--- config.mk ---
export PLATFORM = sky130hd
export DESIGN_NAME = hbd_cascade
export DESIGN_NICKNAME = d
export VERILOG_FILES = /design/src/rtl/hbd_pkg.sv /design/src/rtl/hbd_history.sv /design/src/rtl/hbd_sched.sv /design/src/rtl/hbd_engine.sv /design/src/rtl/hbd_cascade.sv
export SDC_FILE = /design/constraint.sdc
export NUM_CORES = 2
export LEC_CHECK = 0
export BUFFER_PORTS_ARGS = -buffer_cell sky130_fd_sc_hd__buf_2
export CELL_PAD_IN_SITES_DETAIL_PLACEMENT = 1
export CELL_PAD_IN_SITES_GLOBAL_PLACEMENT = 2
export CORE_MARGIN = 3
export CORE_UTILIZATION = 40
export DETAILED_ROUTE_END_ITERATION = 12
export PLACE_DENSITY = 0.81
export RECOVER_POWER = 50
export SETUP_SLACK_MARGIN = 0.05
export SLEW_MARGIN = 20
export SYNTH_ARGS = -nofsm -noshare
export SYNTH_HDL_FRONTEND = slang
export SYNTH_HIERARCHICAL = 1
export SYNTH_SLANG_ARGS = --single-unit
--- constraint.sdc ---
create_clock -name clk -period 8.1 [get_ports clk]
set_input_delay 0.405 -clock clk [delete_from_list [all_inputs] [get_ports clk]]
set_output_delay 0.405 -clock clk [all_outputs]
set_load 0.05 [all_outputs]
--- src/rtl/hbd_pkg.sv ---
package hbd_pkg;
  // coefficient width, Q(CW-1) fixed point
  localparam int CW    = 16;
  // number of symmetric coefficient pairs on non-zero side taps
  localparam int NPAIR = 2;
  // full window length and centre position
  localparam int TAPS  = 4*NPAIR - 1;
  localparam int CTR   = 2*NPAIR - 1;

  // pair k weights taps 2k and TAPS-1-2k
  function automatic logic signed [CW-1:0] side_coef(input int k);
    case (k)
      0:       return CW'(-1024);
      default: return CW'(9216);
    endcase
  endfunction

  typedef enum logic [1:0] {ENG_IDLE, ENG_MAC, ENG_FIN} eng_state_e;
endpackage

--- src/rtl/hbd_history.sv ---
module hbd_history
  import hbd_pkg::*;
#(
  parameter int DW   = 16,
  parameter int NSTG = 9
) (
  input  logic                 clk,
  input  logic                 rst,
  input  logic [NSTG-1:0]      wr_en,
  input  logic signed [DW-1:0] wr_data [NSTG],
  input  logic [NSTG-1:0]      take,
  output logic [1:0]           cnt     [NSTG],
  output logic signed [DW-1:0] tap_new [NSTG][NPAIR],
  output logic signed [DW-1:0] tap_old [NSTG][NPAIR],
  output logic signed [DW-1:0] tap_mid [NSTG]
);
  logic signed [DW-1:0] hist [NSTG][TAPS];

  always_ff @(posedge clk) begin
    if (rst) begin
      for (int s = 0; s < NSTG; s++) begin
        cnt[s] <= 2'd0;
        for (int j = 0; j < TAPS; j++) hist[s][j] <= '0;
      end
    end else begin
      for (int s = 0; s < NSTG; s++) begin
        if (wr_en[s]) begin
          hist[s][0] <= wr_data[s];
          for (int j = 1; j < TAPS; j++) hist[s][j] <= hist[s][j-1];
          cnt[s] <= cnt[s] + 2'd1;
        end else if (take[s]) begin
          cnt[s] <= 2'd0;
        end
      end
    end
  end

  // only the non-zero taps leave the bank
  always_comb begin
    for (int s = 0; s < NSTG; s++) begin
      tap_mid[s] = hist[s][CTR];
      for (int k = 0; k < NPAIR; k++) begin
        tap_new[s][k] = hist[s][2*k];
        tap_old[s][k] = hist[s][TAPS-1-2*k];
      end
    end
  end
endmodule

--- src/rtl/hbd_sched.sv ---
module hbd_sched #(
  parameter int NSTG = 9,
  localparam int SW  = (NSTG > 1) ? $clog2(NSTG) : 1
) (
  input  logic [1:0]    cnt [NSTG],
  input  logic          idle,
  output logic          pick_vld,
  output logic [SW-1:0] pick_stg
);
  logic [NSTG-1:0] elig;

  for (genvar s = 0; s < NSTG; s++) begin : g_elig
    if (s == NSTG-1) begin : g_last
      assign elig[s] = (cnt[s] == 2'd2);
    end else begin : g_mid
      assign elig[s] = (cnt[s] == 2'd2) && (cnt[s+1] != 2'd2);
    end
  end

  // descending scan: the lowest eligible stage is kept
  always_comb begin
    pick_vld = 1'b0;
    pick_stg = '0;
    for (int s = NSTG-1; s >= 0; s--) begin
      if (elig[s]) begin
        pick_vld = idle;
        pick_stg = SW'(s);
      end
    end
  end
endmodule

--- src/rtl/hbd_engine.sv ---
module hbd_engine
  import hbd_pkg::*;
#(
  parameter int DW   = 16,
  parameter int NSTG = 9,
  localparam int SW  = (NSTG > 1) ? $clog2(NSTG) : 1
) (
  input  logic                 clk,
  input  logic                 rst,
  input  logic                 pick_vld,
  input  logic [SW-1:0]        pick_stg,
  input  logic signed [DW-1:0] tap_new [NSTG][NPAIR],
  input  logic signed [DW-1:0] tap_old [NSTG][NPAIR],
  input  logic signed [DW-1:0] tap_mid [NSTG],
  output logic                 idle,
  output logic                 fin,
  output logic [SW-1:0]        fin_stg,
  output logic signed [DW-1:0] res
);
  localparam int AW = DW + CW + 4;
  localparam int PW = DW + CW + 1;
  localparam int KW = (NPAIR > 1) ? $clog2(NPAIR) : 1;
  localparam logic signed [AW-1:0] SMAX = AW'(2**(DW-1) - 1);
  localparam logic signed [AW-1:0] SMIN = -SMAX - AW'(1);

  eng_state_e           st;
  logic [KW-1:0]        k;
  logic [SW-1:0]        stg;
  logic signed [AW-1:0] acc;
  logic signed [DW:0]   pre;
  logic signed [PW-1:0] prod;
  logic signed [AW-1:0] rnd;

  // fold the pair, then one multiply
  always_comb begin
    pre  = {tap_new[stg][k][DW-1], tap_new[stg][k]}
         + {tap_old[stg][k][DW-1], tap_old[stg][k]};
    prod = PW'(pre) * PW'(side_coef(int'(k)));
  end

  always_ff @(posedge clk) begin
    if (rst) begin
      st  <= ENG_IDLE;
      k   <= '0;
      stg <= '0;
      acc <= '0;
    end else begin
      case (st)
        ENG_IDLE: if (pick_vld) begin
          stg <= pick_stg;
          acc <= AW'(tap_mid[pick_stg]) <<< (CW-2);
          k   <= '0;
          st  <= ENG_MAC;
        end
        ENG_MAC: begin
          acc <= acc + AW'(prod);
          k   <= k + KW'(1);
          if (k == KW'(NPAIR-1)) st <= ENG_FIN;
        end
        default: st <= ENG_IDLE;
      endcase
    end
  end

  always_comb begin
    rnd = (acc + (AW'(1) <<< (CW-2))) >>> (CW-1);
    if (rnd > SMAX)      res = SMAX[DW-1:0];
    else if (rnd < SMIN) res = SMIN[DW-1:0];
    else                 res = rnd[DW-1:0];
  end

  assign idle    = (st == ENG_IDLE);
  assign fin     = (st == ENG_FIN);
  assign fin_stg = stg;
endmodule

--- src/rtl/hbd_cascade.sv ---
module hbd_cascade
  import hbd_pkg::*;
#(
  parameter int DW   = 16,
  parameter int NSTG = 9,
  localparam int SW  = (NSTG > 1) ? $clog2(NSTG) : 1
) (
  input  logic                 clk,
  input  logic                 rst,
  input  logic                 in_valid,
  output logic                 in_ready,
  input  logic signed [DW-1:0] in_data,
  output logic                 out_valid,
  output logic signed [DW-1:0] out_data
);
  logic [NSTG-1:0]      wr_en;
  logic signed [DW-1:0] wr_data [NSTG];
  logic [NSTG-1:0]      take;
  logic [1:0]           cnt     [NSTG];
  logic signed [DW-1:0] tap_new [NSTG][NPAIR];
  logic signed [DW-1:0] tap_old [NSTG][NPAIR];
  logic signed [DW-1:0] tap_mid [NSTG];
  logic                 idle, fin, pick_vld;
  logic [SW-1:0]        pick_stg, fin_stg;
  logic signed [DW-1:0] res;

  assign in_ready = (cnt[0] != 2'd2);

  for (genvar s = 0; s < NSTG; s++) begin : g_route
    if (s == 0) begin : g_head
      assign wr_en[s]   = in_valid && in_ready;
      assign wr_data[s] = in_data;
    end else begin : g_link
      assign wr_en[s]   = fin && (fin_stg == SW'(s-1));
      assign wr_data[s] = res;
    end
    assign take[s] = fin && (fin_stg == SW'(s));
  end

  hbd_history #(.DW(DW), .NSTG(NSTG)) u_hist (
    .clk(clk), .rst(rst), .wr_en(wr_en), .wr_data(wr_data), .take(take),
    .cnt(cnt), .tap_new(tap_new), .tap_old(tap_old), .tap_mid(tap_mid)
  );

  hbd_sched #(.NSTG(NSTG)) u_sched (
    .cnt(cnt), .idle(idle), .pick_vld(pick_vld), .pick_stg(pick_stg)
  );

  hbd_engine #(.DW(DW), .NSTG(NSTG)) u_eng (
    .clk(clk), .rst(rst), .pick_vld(pick_vld), .pick_stg(pick_stg),
    .tap_new(tap_new), .tap_old(tap_old), .tap_mid(tap_mid),
    .idle(idle), .fin(fin), .fin_stg(fin_stg), .res(res)
  );

  always_ff @(posedge clk) begin
    if (rst) begin
      out_valid <= 1'b0;
      out_data  <= '0;
    end else begin
      out_valid <= fin && (fin_stg == SW'(NSTG-1));
      if (fin && (fin_stg == SW'(NSTG-1))) out_data <= res;
    end
  end
endmodule

Word-level counts from Yosys, hierarchy flattened
Memory sizes are Yosys's and may differ from the RTL's.
Cells that the tools add are included.
Storage, ports and cells
  register bits: 78
  latch bits: 0
  RAM bits: 1008
  memory bits (read-only): 0
  input port bits: 19
  output and inout bits: 18
  logic and storage cells: 317
  memories: 1
Cells by class
  add/subtract/negate cells: 13
  $mul: 1
  divide/modulo/power cells: 0
  order comparisons: 5
  equality and inequality tests: 30
  shifts and indexed selects: 0
  mux-type cells: 153
  bitwise gates (word level): 66
  reductions and logical operators: 33
Memory list
  u_hist.hist: depth 9, width 112, read ports 9, clocked after Yosys merged registers in 0, write ports 9, line hbd_history.sv:17  | logic signed [DW-1:0] hist [NSTG][TAPS];
Operators by type and width (count)
  2-to-1 mux 16 bit: 74
  binary-select mux 32 bit (select 4 bit): 2
  2-to-1 mux 32 bit: 4
  one-hot mux 36 bit (2 select lines): 1
  binary-select mux 16 bit (select 4 bit): 1
  OR 1 bit: 63
  2-to-1 mux 2 bit: 20
  2-to-1 mux 1 bit: 39
  adder 36 x 16 -> 36 bit (second input constant): 1
  adder 36 x 33 -> 36 bit: 1
  2-to-1 mux 36 bit: 1
  2-to-1 mux 4 bit: 9
  multiplier 17 x 16 -> 33 bit: 1
  greater-than comparator 21 x 16 -> 1 bit (second input constant): 1
  < comparator 21 x 16 -> 1 bit (second input constant): 1
  == test 2 bit (second input constant): 10
  inequality test 2 bit (second input constant): 10
  nonzero test 2 bit: 10
  adder 2 x 1 -> 2 bit (second input constant): 9
  logical AND 1 bit: 18
  adder 16 x 16 -> 17 bit: 1
  == test 4 x 3 -> 1 bit (second input constant): 4
  greater-or-equal comparator 5 bit (second input constant): 2
  inverter 4 -> 5 bit: 2
  other kinds (13): 16

Logic depth before layout (Yosys ltp)
  depth in word-level cells: 16
  mapped depth: 34
  mapped depth without buffers: 30

Cells and area by module
The synthesis kept the hierarchy.
Modules (own cells, without submodules)
  hbd_history: times used 1, cells an instance 2939, area each 43285.3 µm², seq. area each 30629.4 µm²
  hbd_engine: times used 1, cells an instance 1262, area each 12553.3 µm², seq. area each 660.6 µm²
  hbd_cascade: times used 1, cells an instance 88, area each 844.6 µm², seq. area each 340.3 µm²
  hbd_sched: times used 1, cells an instance 34, area each 242.7 µm², seq. area each 0.0 µm²

Worst setup path after synthesis
Ideal clock, no wire load.
  path type: register to register
  start point: reg u_eng.stg[0], in the netlist u_eng/fin_stg[0]
  end point: reg u_eng.acc[35]
  setup time: 59 ps
  arrival time: 8161 ps
  data required time: 8041 ps
  setup slack: -120 ps
  stages on the path, launching flop included: 30
  path buffers: 2
  period minus slack after synthesis: 8220 ps
  path through: dfxtp_1 -> clkbuf_1 -> clkbuf_1 -> mux4_2 -> mux2i_1 -> o22ai_1 -> o21a_1 -> ha_1 -> fa_1 -> a211oi_1 -> o21ai_1 -> nand2_1 -> xnor2_1 -> inv_1 -> nor2_1 -> ha_1 -> xor2_1 -> fa_1 -> fa_1 -> ha_1 -> fa_1 -> ha_1 -> ha_1 -> and2_1 -> a221o_1 -> a221o_1 -> a31oi_1 -> o41ai_1 -> o32ai_1 -> a31o_1
Between the ends
  cells in the longest elaborated chain, start to end: 11
  elaborated cells on any way between the ends: 17
  those cells by class: add/sub (2); mul (1); mux (13); bitwise (1)
Ends and longest elaborated chain
  from (decl): line hbd_engine.sv:28  | logic [SW-1:0] stg;
  from (signal assigned): line hbd_engine.sv:50  | stg <= pick_stg;
  inverter 4 -> 5 bit (implied by the code) (*): line hbd_engine.sv:36, hbd_engine.sv:37
  binary-select mux 32 bit (select 4 bit), on equally long branches: line hbd_engine.sv:36, hbd_engine.sv:37
  2-to-1 mux 32 bit, on equally long branches (2 in a row): line hbd_engine.sv:36, hbd_engine.sv:37
  2-to-1 mux 16 bit, on equally long branches (3 in a row): line hbd_engine.sv:36, hbd_engine.sv:37
  adder 16 x 16 -> 17 bit (*): line hbd_engine.sv:37  | + {tap_old[stg][k][DW-1], tap_old[stg][k]};
  multiplier 17 x 16 -> 33 bit (*): line hbd_engine.sv:38  | prod = PW'(pre) * PW'(side_coef(int'(k)));
  adder 36 x 33 -> 36 bit (*): line hbd_engine.sv:56  | acc <= acc + AW'(prod);
  one-hot mux 36 bit (2 select lines) (*): line hbd_engine.sv:48  | case (st)
  to (signal assigned): line hbd_engine.sv:51  | acc <= AW'(tap_mid[pick_stg]) <<< (CW-2);
  to (signal assigned): line hbd_engine.sv:56
  to (decl): line hbd_engine.sv:29  | logic signed [AW-1:0] acc;
Every way passes the cells marked *; elsewhere a longest branch is shown, timed or not. The select of a mux whose other input is x is not followed.
A chain may end at the register's enable or synchronous reset.

Final worst setup path
  start point: reg u_eng.stg[0], in the netlist u_eng/fin_stg[0]
  end point: reg u_eng.acc[33]
Same word-level chain as after synthesis.

==> results.json <==
{
  "status": "completed",
  "grt_pass1_vias": 32400,
  "finClkSkew_ns": 0.0242,
  "final_hold_viol_count": 0,
  "cp_max_fo": 8,
  "max_stage_delay_ns": 0.59,
  "portBuffers": 36,
  "dpl.hpwl_um": 86100,
  "clk_pin_slew_worst_paths_ns": 0.06,
  "cts.sinks": 1076,
  "synth_area_leader_cell": "edfxtp_1",
  "ant_nets": 0,
  "synth.net_count": 4519,
  "cp-end-kind": "flop",
  "fin_cells": 5874,
  "vias": 30400,
  "grt_max_degree": 113,
  "grt-ovfl-total": 0,
  "multiInputGateArea_mm2": 0.0198,
  "dieArea_mm2": 0.147,
  "path_class": "reg2reg",
  "dr.pass1.iters": 5,
  "fp.dieH_um": 383,
  "clock_latency_ns": 0.74,
  "synth_common_cells": "and2_1 (1017), edfxtp_1 (1008), buf_4 (720)",
  "die_w_um": 383,
  "cts_made_buffers": 116,
  "grtUsageTotal": 0.187,
  "tightest_slew_ns": 1.38,
  "yosys_most_used_dff": "edfxtp_1",
  "root_buffer": "clkbuf_16",
  "h-tree-depth": 3,
  "drt-total-wl_um": 138000,
  "ys_types": 85,
  "clk_path_buf_depth": 3,
  "slew_viol_final": 0,
  "cts_tree": "yes",
  "fill_cells": 14100,
  "drt_iter0_drc": 2473,
  "drc": 0,
  "nets": 4090,
  "synth_top_cell_area_share": 0.532,
  "gp_congestion": 0.843,
  "rows": 137,
  "drive_above_1_share": 0.225,
  "rsz0062_at_grt": "true",
  "start_util": 0.405,
  "worstPathRequired_ns": 8.70,
  "synth-seq-cells": 1076,
  "synth_edf_count": 1008,
  "syn2layout_area_growth_pct": 7.35,
  "mappedNetlistArea_mm2": 0.0569,
  "wl_per_cell_um": 23.6,
  "setup_viol": 0,
  "maxCapViolCount": 0,
  "hold_path.class": "in2reg",
  "post-place-ws_ns": -0.662,
  "synth.avg_cell_area_um2": 13.2,
  "seq_area_mm2": 0.0316,
  "yosysMostFrequentCell": "and2_1",
  "antenna_found_initial": 8,
  "slew_headroom": 0.0813,
  "yosysWarnings": 6,
  "worst_slack_ns": 0.0521,
  "dp.cells": 5571,
  "cp_slowest_cell": "fa_2",
  "core_area_mm2": 0.140,
  "fin_util": 0.435,
  "ys_seq_area_frac": 0.556,
  "viasPerCell": 5.17,
  "synth_area_leaders": "edfxtp_1 (53%), and2_1 (11%), buf_4 (9.5%)",
  "synthCells": 4323,
  "startpoint_type": "flop",
  "synthArstFlopShare": 0,
  "grt_first_pass_wirelength_um": 209000,
  "fin_crit_ns": 8.05,
  "arrival_ns": 8.65,
  "max_freq_mhz": 124,
  "period_share": 0.994,
  "ios": 37
}
## worst paths after layout
| kind | startpoint | end | slack (ns) | cells after the start |
|---|---|---|---|---|
| worst min-delay path | rst | out_valid | 0.19 | 2 |
| worst max register to register | u_eng/fin_stg[0] | u_eng/acc[33] | 0.05 | 31 |
| worst min register to register | u_eng/acc[10] | u_eng/acc[10] | 0.48 | 2 |
| worst max-delay path | u_eng/fin_stg[0] | u_eng/acc[33] | 0.05 | 31 |
## logic make-up (layout without fill, tap and decap cells)
kind of cell	Yosys count	count (layout)	synth area share
AO/OA/AOI/OAI	337	337	0.0395
XOR/XNOR	61	61	0.00952
adder cells (fa/ha/maj)	178	178	0.0484
buffers and inverters	1033	703	0.117
flip-flops	1076	1076	0.556
multiplexers	290	290	0.0862
other	0	5	0
AND/OR/NAND/NOR	1348	1348	0.144
## cells in the final DEF, fill, tap and decap left out, types with 17 or more instances in the layout
master     Yosys  routed
buf_2         29      17
clkbuf_1     158      48
edfxtp_1    1008    1008
nor3_1        19      18
buf_12         1      30
a21oi_1       77      57
nor2_1        65      58
and2_1      1017     995
o22ai_1       37      34
buf_4        720     288
o21ai_0       59      44
ha_4           0      37
clkbuf_16      0     117
a21oi_2       10      26
xor2_1        32      23
clkinv_1       0      29
ha_1         106      66
xnor2_1       28      21
fa_1          71      65
dfxtp_1       68      63
a21o_1        23      23
and2_0         0      20
nand2b_1      51      51
mux2i_1      130     122
mux4_2       160     160
o21a_1        41      38
nand3_1       25      22
clkinv_2       0      20
nand2_1       80      72
inv_1         99      88
## critical path: cells and delay by family, from the launching register on
| family | cells | cell delay (ns) |
|---|---|---|
| adder cells (fa/ha/maj) | 8 | 3.11 |
| AO/OA/AOI/OAI | 7 | 1.56 |
| buffers and inverters | 8 | 1.02 |
| AND/OR/NAND/NOR | 5 | 0.97 |
| multiplexers | 2 | 0.63 |
| flip-flops | 1 | 0.40 |
| XOR/XNOR | 1 | 0.16 |
## state kept, by name, summed over array words and instances, names as in the netlist
| signal | flops |
|---|---|
| u_hist/hist | 1008 |
| u_eng/acc | 26 |
| u_hist/cnt | 18 |
| out_data | 16 |
| u_eng/fin_stg | 4 |
| u_eng/st | 2 |
| out_valid | 1 |
| u_eng/k | 1 |
## layer usage
layer | share of wire | GRT usage | routed length, um | up-vias
met5 | 0.000065 | 0 | 9 | -
met4 | 0.019 | 0.0479 | 2660 | 2
met3 | 0.045 | 0.0211 | 6250 | 170
met2 | 0.47 | 0.304 | 65600 | 704
met1 | 0.46 | 0.268 | 63800 | 15900
li1 | - | - | - | 13600
## per-stage QoR
stage	hold WS [ns]	setup TNS [ns]	cell area (um2)
floorplan	0.440	0	56900
finish	0.192	0	61100
CTS	0.109	0	60100
global placement	0.455	-6.58	55600
detailed placement	0.461	-6.91	55600
global route	0.213	-1.48	61100
## area by class of cell
type | count | area share
flip-flops and latches | 1076 | 0.518
inverters | 100 | 0.00622
clock inverters | 71 | 0.00844
diodes | 5 | 0.000205
clock buffers | 146 | 0.0495
well taps | 1876 | 0.0384
multi-input cells | 2214 | 0.325
repair buffers | 386 | 0.0547
## timing repair
item | in CTS | in global routing
endpoints found under the setup margin | 17 | 18
gates resized for setup | 87 | 133
endpoints found under the hold margin | 16 | 0
cloned | 1 | 1
pin swaps | 34 | 90
setup buffers | 36 | 27
hold buffers | 16 | 0
Power is not shown: default switching activity piles up to over one toggle a cycle in this logic, so the estimate is an artifact.
